--- src/rtl/gpio_bank_pkg.sv ---
package gpio_bank_pkg;

    typedef enum logic [2:0] {
        CR_DATA = 3'd0,
        CR_DIR  = 3'd1,
        CR_IEN  = 3'd2,
        CR_MASK = 3'd3,
        CR_KIND = 3'd4,
        CR_POL  = 3'd5
    } ctrl_e;

    localparam int NUM_CTRL   = 6;
    localparam int CTRL_STEP  = 8;
    localparam int HI_OFFSET  = 4;

    localparam logic [7:0] ADR_RAW  = 8'h40;
    localparam logic [7:0] ADR_MSKD = 8'h44;
    localparam logic [7:0] ADR_EOI  = 8'h4C;
    localparam logic [7:0] ADR_INP  = 8'h70;
    localparam logic [7:0] ADR_VER  = 8'h78;

    localparam logic [31:0] VERSION_WORD = 32'h0101157C;

endpackage

--- src/rtl/gpio_split_reg.sv ---
module gpio_split_reg #(
    parameter int HALF_W = 16,
    parameter logic [2*HALF_W-1:0] RST_VAL = '0
) (
    input  logic                clk,
    input  logic                rst_n,
    input  logic                we_lo,
    input  logic                we_hi,
    input  logic [2*HALF_W-1:0] wdata,
    output logic [2*HALF_W-1:0] q
);
    logic [HALF_W-1:0] sel;
    logic [HALF_W-1:0] val;

    assign sel = wdata[2*HALF_W-1:HALF_W];
    assign val = wdata[HALF_W-1:0];

    always_ff @(posedge clk or negedge rst_n) begin
        if (!rst_n) begin
            q <= RST_VAL;
        end else begin
            if (we_lo)
                q[HALF_W-1:0] <= (q[HALF_W-1:0] & ~sel) | (val & sel);
            if (we_hi)
                q[2*HALF_W-1:HALF_W] <= (q[2*HALF_W-1:HALF_W] & ~sel) | (val & sel);
        end
    end
endmodule

--- src/rtl/gpio_sync.sv ---
module gpio_sync #(
    parameter int WIDTH  = 32,
    parameter int STAGES = 2
) (
    input  logic             clk,
    input  logic             rst_n,
    input  logic [WIDTH-1:0] din,
    output logic [WIDTH-1:0] dout
);
    logic [WIDTH-1:0] st [STAGES];

    always_ff @(posedge clk or negedge rst_n) begin
        if (!rst_n) begin
            for (int i = 0; i < STAGES; i++)
                st[i] <= '0;
        end else begin
            st[0] <= din;
            for (int i = 1; i < STAGES; i++)
                st[i] <= st[i-1];
        end
    end

    assign dout = st[STAGES-1];
endmodule

--- src/rtl/gpio_irq_cell.sv ---
module gpio_irq_cell (
    input  logic clk,
    input  logic rst_n,
    input  logic lvl,
    input  logic en,
    input  logic edge_mode,
    input  logic pol,
    input  logic eoi,
    output logic raw
);
    logic prv;
    logic latched;
    logic hit;

    assign hit = edge_mode & (pol ? (lvl & ~prv) : (~lvl & prv));

    always_ff @(posedge clk or negedge rst_n) begin
        if (!rst_n) begin
            prv     <= 1'b0;
            latched <= 1'b0;
        end else begin
            prv <= lvl;
            if (!en)
                latched <= 1'b0;
            else if (hit)
                latched <= 1'b1;
            else if (eoi)
                latched <= 1'b0;
        end
    end

    assign raw = en & (edge_mode ? latched : (lvl == pol));
endmodule

--- src/rtl/gpio_bank_mw.sv ---
module gpio_bank_mw
    import gpio_bank_pkg::*;
#(
    parameter int HALF_W      = 16,
    parameter int SYNC_STAGES = 2,
    parameter int ADDR_W      = 8
) (
    input  logic                clk,
    input  logic                rst_n,
    input  logic                bus_sel,
    input  logic                bus_wr,
    input  logic [ADDR_W-1:0]   bus_addr,
    input  logic [2*HALF_W-1:0] bus_wdata,
    output logic [2*HALF_W-1:0] bus_rdata,
    input  logic [2*HALF_W-1:0] pin_in,
    output logic [2*HALF_W-1:0] pin_out,
    output logic [2*HALF_W-1:0] pin_oe,
    output logic                irq
);
    localparam int NPINS    = 2 * HALF_W;
    localparam int IDX_MASK = int'(CR_MASK);

    logic             wr_cyc;
    logic [NPINS-1:0] cq [NUM_CTRL];
    logic [NPINS-1:0] data_v, dir_v, en_v, mask_v, kind_v, pol_v;
    logic [NPINS-1:0] sync_v;
    logic [NPINS-1:0] eoi_v;
    logic [NPINS-1:0] raw_st;
    logic [NPINS-1:0] msk_st;

    assign wr_cyc = bus_sel & bus_wr;

    for (genvar k = 0; k < NUM_CTRL; k++) begin : g_ctrl
        gpio_split_reg #(
            .HALF_W (HALF_W),
            .RST_VAL((k == IDX_MASK) ? {NPINS{1'b1}} : {NPINS{1'b0}})
        ) u_reg (
            .clk  (clk),
            .rst_n(rst_n),
            .we_lo(wr_cyc && (bus_addr == ADDR_W'(k * CTRL_STEP))),
            .we_hi(wr_cyc && (bus_addr == ADDR_W'(k * CTRL_STEP + HI_OFFSET))),
            .wdata(bus_wdata),
            .q    (cq[k])
        );
    end

    assign data_v = cq[int'(CR_DATA)];
    assign dir_v  = cq[int'(CR_DIR)];
    assign en_v   = cq[int'(CR_IEN)];
    assign mask_v = cq[int'(CR_MASK)];
    assign kind_v = cq[int'(CR_KIND)];
    assign pol_v  = cq[int'(CR_POL)];

    gpio_sync #(
        .WIDTH (NPINS),
        .STAGES(SYNC_STAGES)
    ) u_sync (
        .clk  (clk),
        .rst_n(rst_n),
        .din  (pin_in),
        .dout (sync_v)
    );

    assign eoi_v = (wr_cyc && (bus_addr == ADDR_W'(ADR_EOI))) ? bus_wdata : '0;

    for (genvar p = 0; p < NPINS; p++) begin : g_pin
        gpio_irq_cell u_cell (
            .clk      (clk),
            .rst_n    (rst_n),
            .lvl      (sync_v[p]),
            .en       (en_v[p]),
            .edge_mode(kind_v[p]),
            .pol      (pol_v[p]),
            .eoi      (eoi_v[p]),
            .raw      (raw_st[p])
        );
    end

    assign msk_st  = raw_st & ~mask_v;
    assign irq     = |msk_st;
    assign pin_oe  = dir_v;
    assign pin_out = data_v & dir_v;

    always_comb begin
        bus_rdata = '0;
        for (int k = 0; k < NUM_CTRL; k++) begin
            if (bus_addr == ADDR_W'(k * CTRL_STEP))
                bus_rdata = {{HALF_W{1'b0}}, cq[k][HALF_W-1:0]};
            if (bus_addr == ADDR_W'(k * CTRL_STEP + HI_OFFSET))
                bus_rdata = {{HALF_W{1'b0}}, cq[k][NPINS-1:HALF_W]};
        end
        if (bus_addr == ADDR_W'(ADR_RAW))  bus_rdata = raw_st;
        if (bus_addr == ADDR_W'(ADR_MSKD)) bus_rdata = msk_st;
        if (bus_addr == ADDR_W'(ADR_INP))  bus_rdata = sync_v;
        if (bus_addr == ADDR_W'(ADR_VER))  bus_rdata = NPINS'(VERSION_WORD);
    end
endmodule

--- config.mk ---
export PLATFORM = sky130hd
export DESIGN_NAME = gpio_bank_mw
export DESIGN_NICKNAME = d
export VERILOG_FILES = /design/src/rtl/gpio_bank_pkg.sv /design/src/rtl/gpio_split_reg.sv /design/src/rtl/gpio_sync.sv /design/src/rtl/gpio_irq_cell.sv /design/src/rtl/gpio_bank_mw.sv
export SDC_FILE = /design/constraint.sdc
export NUM_CORES = 1
export LEC_CHECK = 0
export ABC_AREA = 0
export BUFFER_PORTS_ARGS = -buffer_cell sky130_fd_sc_hd__buf_2
export CAP_MARGIN = 10
export CORE_ASPECT_RATIO = 0.7
export CORE_MARGIN = 4
export CORE_UTILIZATION = 30
export CTS_CLUSTER_SIZE = 10
export DETAILED_ROUTE_END_ITERATION = 16
export HOLD_SLACK_MARGIN = 0.1
export PLACE_DENSITY = 0.46
export SYNTH_ARGS = -nofsm -noshare
export SYNTH_HDL_FRONTEND = slang
export SYNTH_HIERARCHICAL = 1
export SYNTH_SLANG_ARGS = --single-unit
--- constraint.sdc ---
create_clock -name clk -period 1.9 [get_ports clk]
set_clock_uncertainty 0.2 [all_clocks]
set_input_delay 0.19 -clock clk [delete_from_list [all_inputs] [get_ports clk]]
set_output_delay 0.19 -clock clk [all_outputs]
set_load 0.005 [all_outputs]
# Yosys cells after proc, flatten, opt, wreduce, memory -nomap -nowiden

Index checks and enable logic that the tools add are counted.

Bits in registers: 320
Bits of input ports: 76
Output and inout port bits: 97
Word-level logic and storage cells: 572

Equality and inequality tests: 80
Multiplexer cells: 177
Bitwise operators: 222
Reductions and logical operators: 15

Operator list:

| cell               | count |
|---|---|
| $mux 32            | 16 |
| $and 16x16->16     | 13 |
| $or 16x16->16      | 12 |
| $mux 1             | 160 |
| $and 1x1->1        | 129 |
| $ne 3x2->1 const B | 32 |
| $and 32x32->32     | 2 |
| $not 1->1          | 64 |
| $eq 8x7->1 const B | 5 |
| $eq 1x1->1         | 32 |
| $eq 8x5->1 const B | 4 |
| $eq 8x6->1 const B | 4 |
| $not 32->32        | 1 |
| $reduce_or 32->1   | 1 |
| $eq 8x4->1 const B | 2 |
| $mux 16            | 1 |
| $not 16->16        | 1 |
| $logic_and 1x1->1  | 13 |
| $eq 8x3->1 const B | 1 |
| $logic_not 8->1    | 1 |

# Logic depth before layout (Yosys ltp)

Depth in word-level cells: 17
Depth in mapped cells: 10
Gate-level depth less buffers: 8

# By module

Netlist, hierarchy kept.

Modules (own cells, without submodules):

| module                               | times used | cells each | area an instance (µm²) | seq. area each (µm²) |
|---|---|---|---|---|
| gpio_split_reg (g_ctrl[0].u_reg ...) | 5          | 100        | 1381.3                 | 800.8 |
| gpio_bank_mw                         | 1          | 569        | 3814.9                 | 0.0 |
| gpio_irq_cell                        | 32         | 10         | 111.4                  | 50.0 |
| gpio_sync                            | 1          | 96         | 1841.8                 | 1601.5 |
| gpio_split_reg (g_ctrl[3].u_reg)     | 1          | 100        | 1421.4                 | 840.8 |

# Least setup slack after synthesis

No wires, ideal clock.

Path kind: input to register
Start: input bus_addr[7]
End: register with a tool-made name
Setup time: 85 ps
Data arrival time: 1961 ps
Required time: 1615 ps
Slack: -346 ps
Stages on the path: 9
Buffers on the path: 5
Cells stage by stage: buf_6 or4b_4 buf_6 buf_2 nor3_1 buf_6 buf_12 nand2_1 mux2_1

RTL lines:

| what            | line               | text |
|---|---|---|
| start, declared | gpio_bank_mw.sv:12 | `input logic [ADDR_W-1:0] bus_addr,` |

==> results.md <==
- Critical path class: reg2out
- Synth warnings: 6
- Post-synthesis mux area share: 0.161
- Synth Cell Area: 17500 sq um
- Top-Level Pins: 173
- Vias in the first global route: 16026
- Ys flop type: dfrtp_1
- Mean post-synth cell area: 11.1 sq um
- Via/cell ratio: 5.12
- Post-Synth XOR/XNOR Area: 0.0160
- Number of buffers created by CTS: 38
- Pin count of the biggest net entering global routing: 50
- Fin area: 25800 sq um
- Rows: 73
- Initial DRC Count: 1151
- Clock Tree Buf Depth: 3
- Peak Freq: 338 MHz
- Initial Util: 0.306
- IO Port Bufs: 172
- Minimum clock period: 2.96 ns
- Slew margin rel.: 0.663
- DRT Pass-1 Iters: 5
- Gpl congestion: 0.930
- Placed cell area: 22700 sq um
- CTS tree: done
- Worst slew pin tran: 0.503 ns
- Min Hold Slack: 0.146 ns
- Final Setup Violations: 53
- H-Tree Depth: 2
- Status: complete, but fails checks
- Worst path cell trace: xor2_1, o21ai_1, and2_4, inv_2, o22ai_4, or4_4, nor4_4, nand4_1, buf_2
- Fin crit share: 1.56
- Post-synth EDFFs: 0
- DRC violations left: 0
- Sequential share of the synthesized area: 0.459
- Crit end category: output pin
- Final Hold Fails: 0
- Crit-path max cell delay: 0.55 ns
- Share of layout cells above drive strength 1: 0.466
- Async SR Flop Fraction: 1.00
- DR vias: 15516
- Core Area: 57400 sq um
- CP bufs+invs: 2
- Area share of fa/ha/maj cells after synthesis: 0
- Syn Nets: 1661
- Area delta synth->final: 47.1%
- Most frequent cells in the layout: buf_4 (387), dfrtp_1 (288), nand2_1 (207)
- Compound-Gate Fraction of Synth Area: 0.116
- Fill cell count: 5467
- First-pass GRT wire length: 107000 um
- Wirelength, routed: 72800 um
- Skew-Pair Late Insertion Delay: 0.56 ns
- Hold Crit Class: reg2reg
- Die ar.: 62500 sq um
- Routed len/inst: 24.0 um
- Congestion Overflow GR: 0
- Number of max-cap violations: 0
- DIE HEIGHT: 210 um
- Cells after Synth: 1585
- Detail Route Antenna Nets: 0
- RSZ-0062 raised after global routing: true
- Slew Limit Fails: 0
- Failing checks: setup timing
- Final worst slack: -1.06 ns
- PwrDens: 610 nW/um^2
- Family with the most delay on the worst path: simple AND/OR/NAND/NOR gates
- Final nets: 2323
- Leak Pwr: 0.0126 uW
- Slowest CP cell: or4_4
- Largest family of logic cells by synthesized area: simple AND/OR/NAND/NOR gates
- Peak supply drop: 0.410 mV
- Simple-gate portion of the synthesized area: 0.190
- Critical Path Fanout Max: 2
- Commonest non-fill, non-tap cell in the layout: buf_4
- Arrival @ worst endpoint: 2.57 ns
- Die X: 297 um
- Synthesis-stage register bit count: 320
- Startpoint types: flop
- WP data required: 1.51 ns
- Clock Tree Root: clkbuf_16
- CTS sink cnt: 320
- Synth unique cells: 79
- Total GRT Usage: 0.229
- Clock transition at the registers of the reported paths: 0.06 ns
- Antenna violations before repair: 2
- Post-DP HPWL: 53200 um
==> worst reg2reg max path, cell delays in order (launching register included) <==
cell and delay [ns]:
dfrtp_1 0.40, buf_4 0.14, buf_4 0.12, buf_4 0.15, and4b_1 0.17, o31a_1 0.29
==> per-layer routing <==
| layer | GRT usage | vias to the layer above | wire (um) | share of wire |
|---|---|---|---|---|
| met4 | 0.0625 | 0 | 1820 | 0.025 |
| met2 | 0.333 | 555 | 30300 | 0.42 |
| met5 | 0 | - | 0 | 0 |
| li1 | - | 7023 | - | - |
| met3 | 0.0384 | 112 | 4750 | 0.065 |
| met1 | 0.350 | 7826 | 35900 | 0.49 |
==> cell usage after synthesis (all sizes together) (12+ instances only) <==
library cell  count  area share
o211ai           12      0.0051
dfrtp           288        0.41
and4bb           32       0.023
nor3             16      0.0048
nor2             44       0.011
a22o             20       0.010
and2             99       0.035
o22ai            22      0.0078
o31a             32       0.016
buf              93       0.048
mux2            199        0.14
dfstp            32       0.048
nor2b            43       0.015
clkbuf           16      0.0034
a22oi            14      0.0063
inv              32      0.0068
a21oi            33      0.0096
and4b            33       0.019
o21ai            96       0.027
nand2           252       0.054
nand3            19      0.0054
a32oi            12      0.0060
xor2             32       0.016
==> power by group <==
| part | total, uW | leakage, uW | switching [uW] | internal (uW) |
|---|---|---|---|---|
| clock network | 7010 | 0.000547 | 2990 | 4030 |
| logic | 1620 | 0.00790 | 883 | 741 |
| registers | 7100 | 0.00412 | 108 | 6990 |
| total | 15700 | 0.0126 | 3980 | 11800 |
==> cell families after synthesis <==
kind of cell	after synthesis
DFF	320
xor gates and xnor gates	32
and+or+nand+nor	577
buffers and inverters	141
AOI/OAI and AO/OA	294
muxes	221
==> metrics by stage <==
step | utilization | power, uW | setup WS (ns) | instances | TNS [ns]
5_1_grt | 0.450 | 16400 | -1.20 | 3027 | -19.91
4_1_cts | 0.445 | 15900 | -1.12 | 3017 | -16.89
3_3_place_gp | 0.395 | 8590 | -0.774 | 2829 | -123.90
3_5_place_dp | 0.395 | 8600 | -0.781 | 2829 | -126.77
6_report | 0.450 | 15700 | -1.06 | 3028 | -16.87
2_1_floorplan | - | 7690 | -0.207 | 1585 | -20.28
==> worst paths after layout <==
path                                                        end                       from  cells after the start  slack, ns
max                                                         irq                       flop                      9      -1.06
min                                   u_sync/dout[16]$_DFF_PN0_    u_sync/st[48]$_DFF_PN0_                      0       0.15
max reg2reg                g_pin[11].u_cell/latched$_DFFE_PN0P_  u_sync/dout[11]$_DFF_PN0_                      5       0.32
min reg2reg                           u_sync/dout[16]$_DFF_PN0_    u_sync/st[48]$_DFF_PN0_                      0       0.15
max in group asynchronous            asynchronous set/reset pin                      rst_n                      4       0.28
min in group asynchronous               u_sync/st[46]$_DFF_PN0_                      rst_n                      3       0.49
==> area by class of cell <==
cell class              instances  area (sq um)  area share
multi-input cells            1124          9520       0.369
flip-flops and latches        320          8050       0.312
repair buffers                731          6040       0.234
clock buffers                  68          1140      0.0440
well taps                     750           938      0.0363
inverters                      32           123     0.00475
clock inverters                 1          5.00    0.000194
diodes                          2          5.00    0.000194
==> what timing repair did <==
action                                  4_1_cts  5_1_grt
hold endpoints to repair                    568        0
pin swaps                                    99       52
gates cloned                                  0        2
hold buffers                                 98        0
setup buffers                                29       13
endpoints found under the setup margin       49       51
gates resized for setup                     178       46
(Power assumes the default switching activity.)
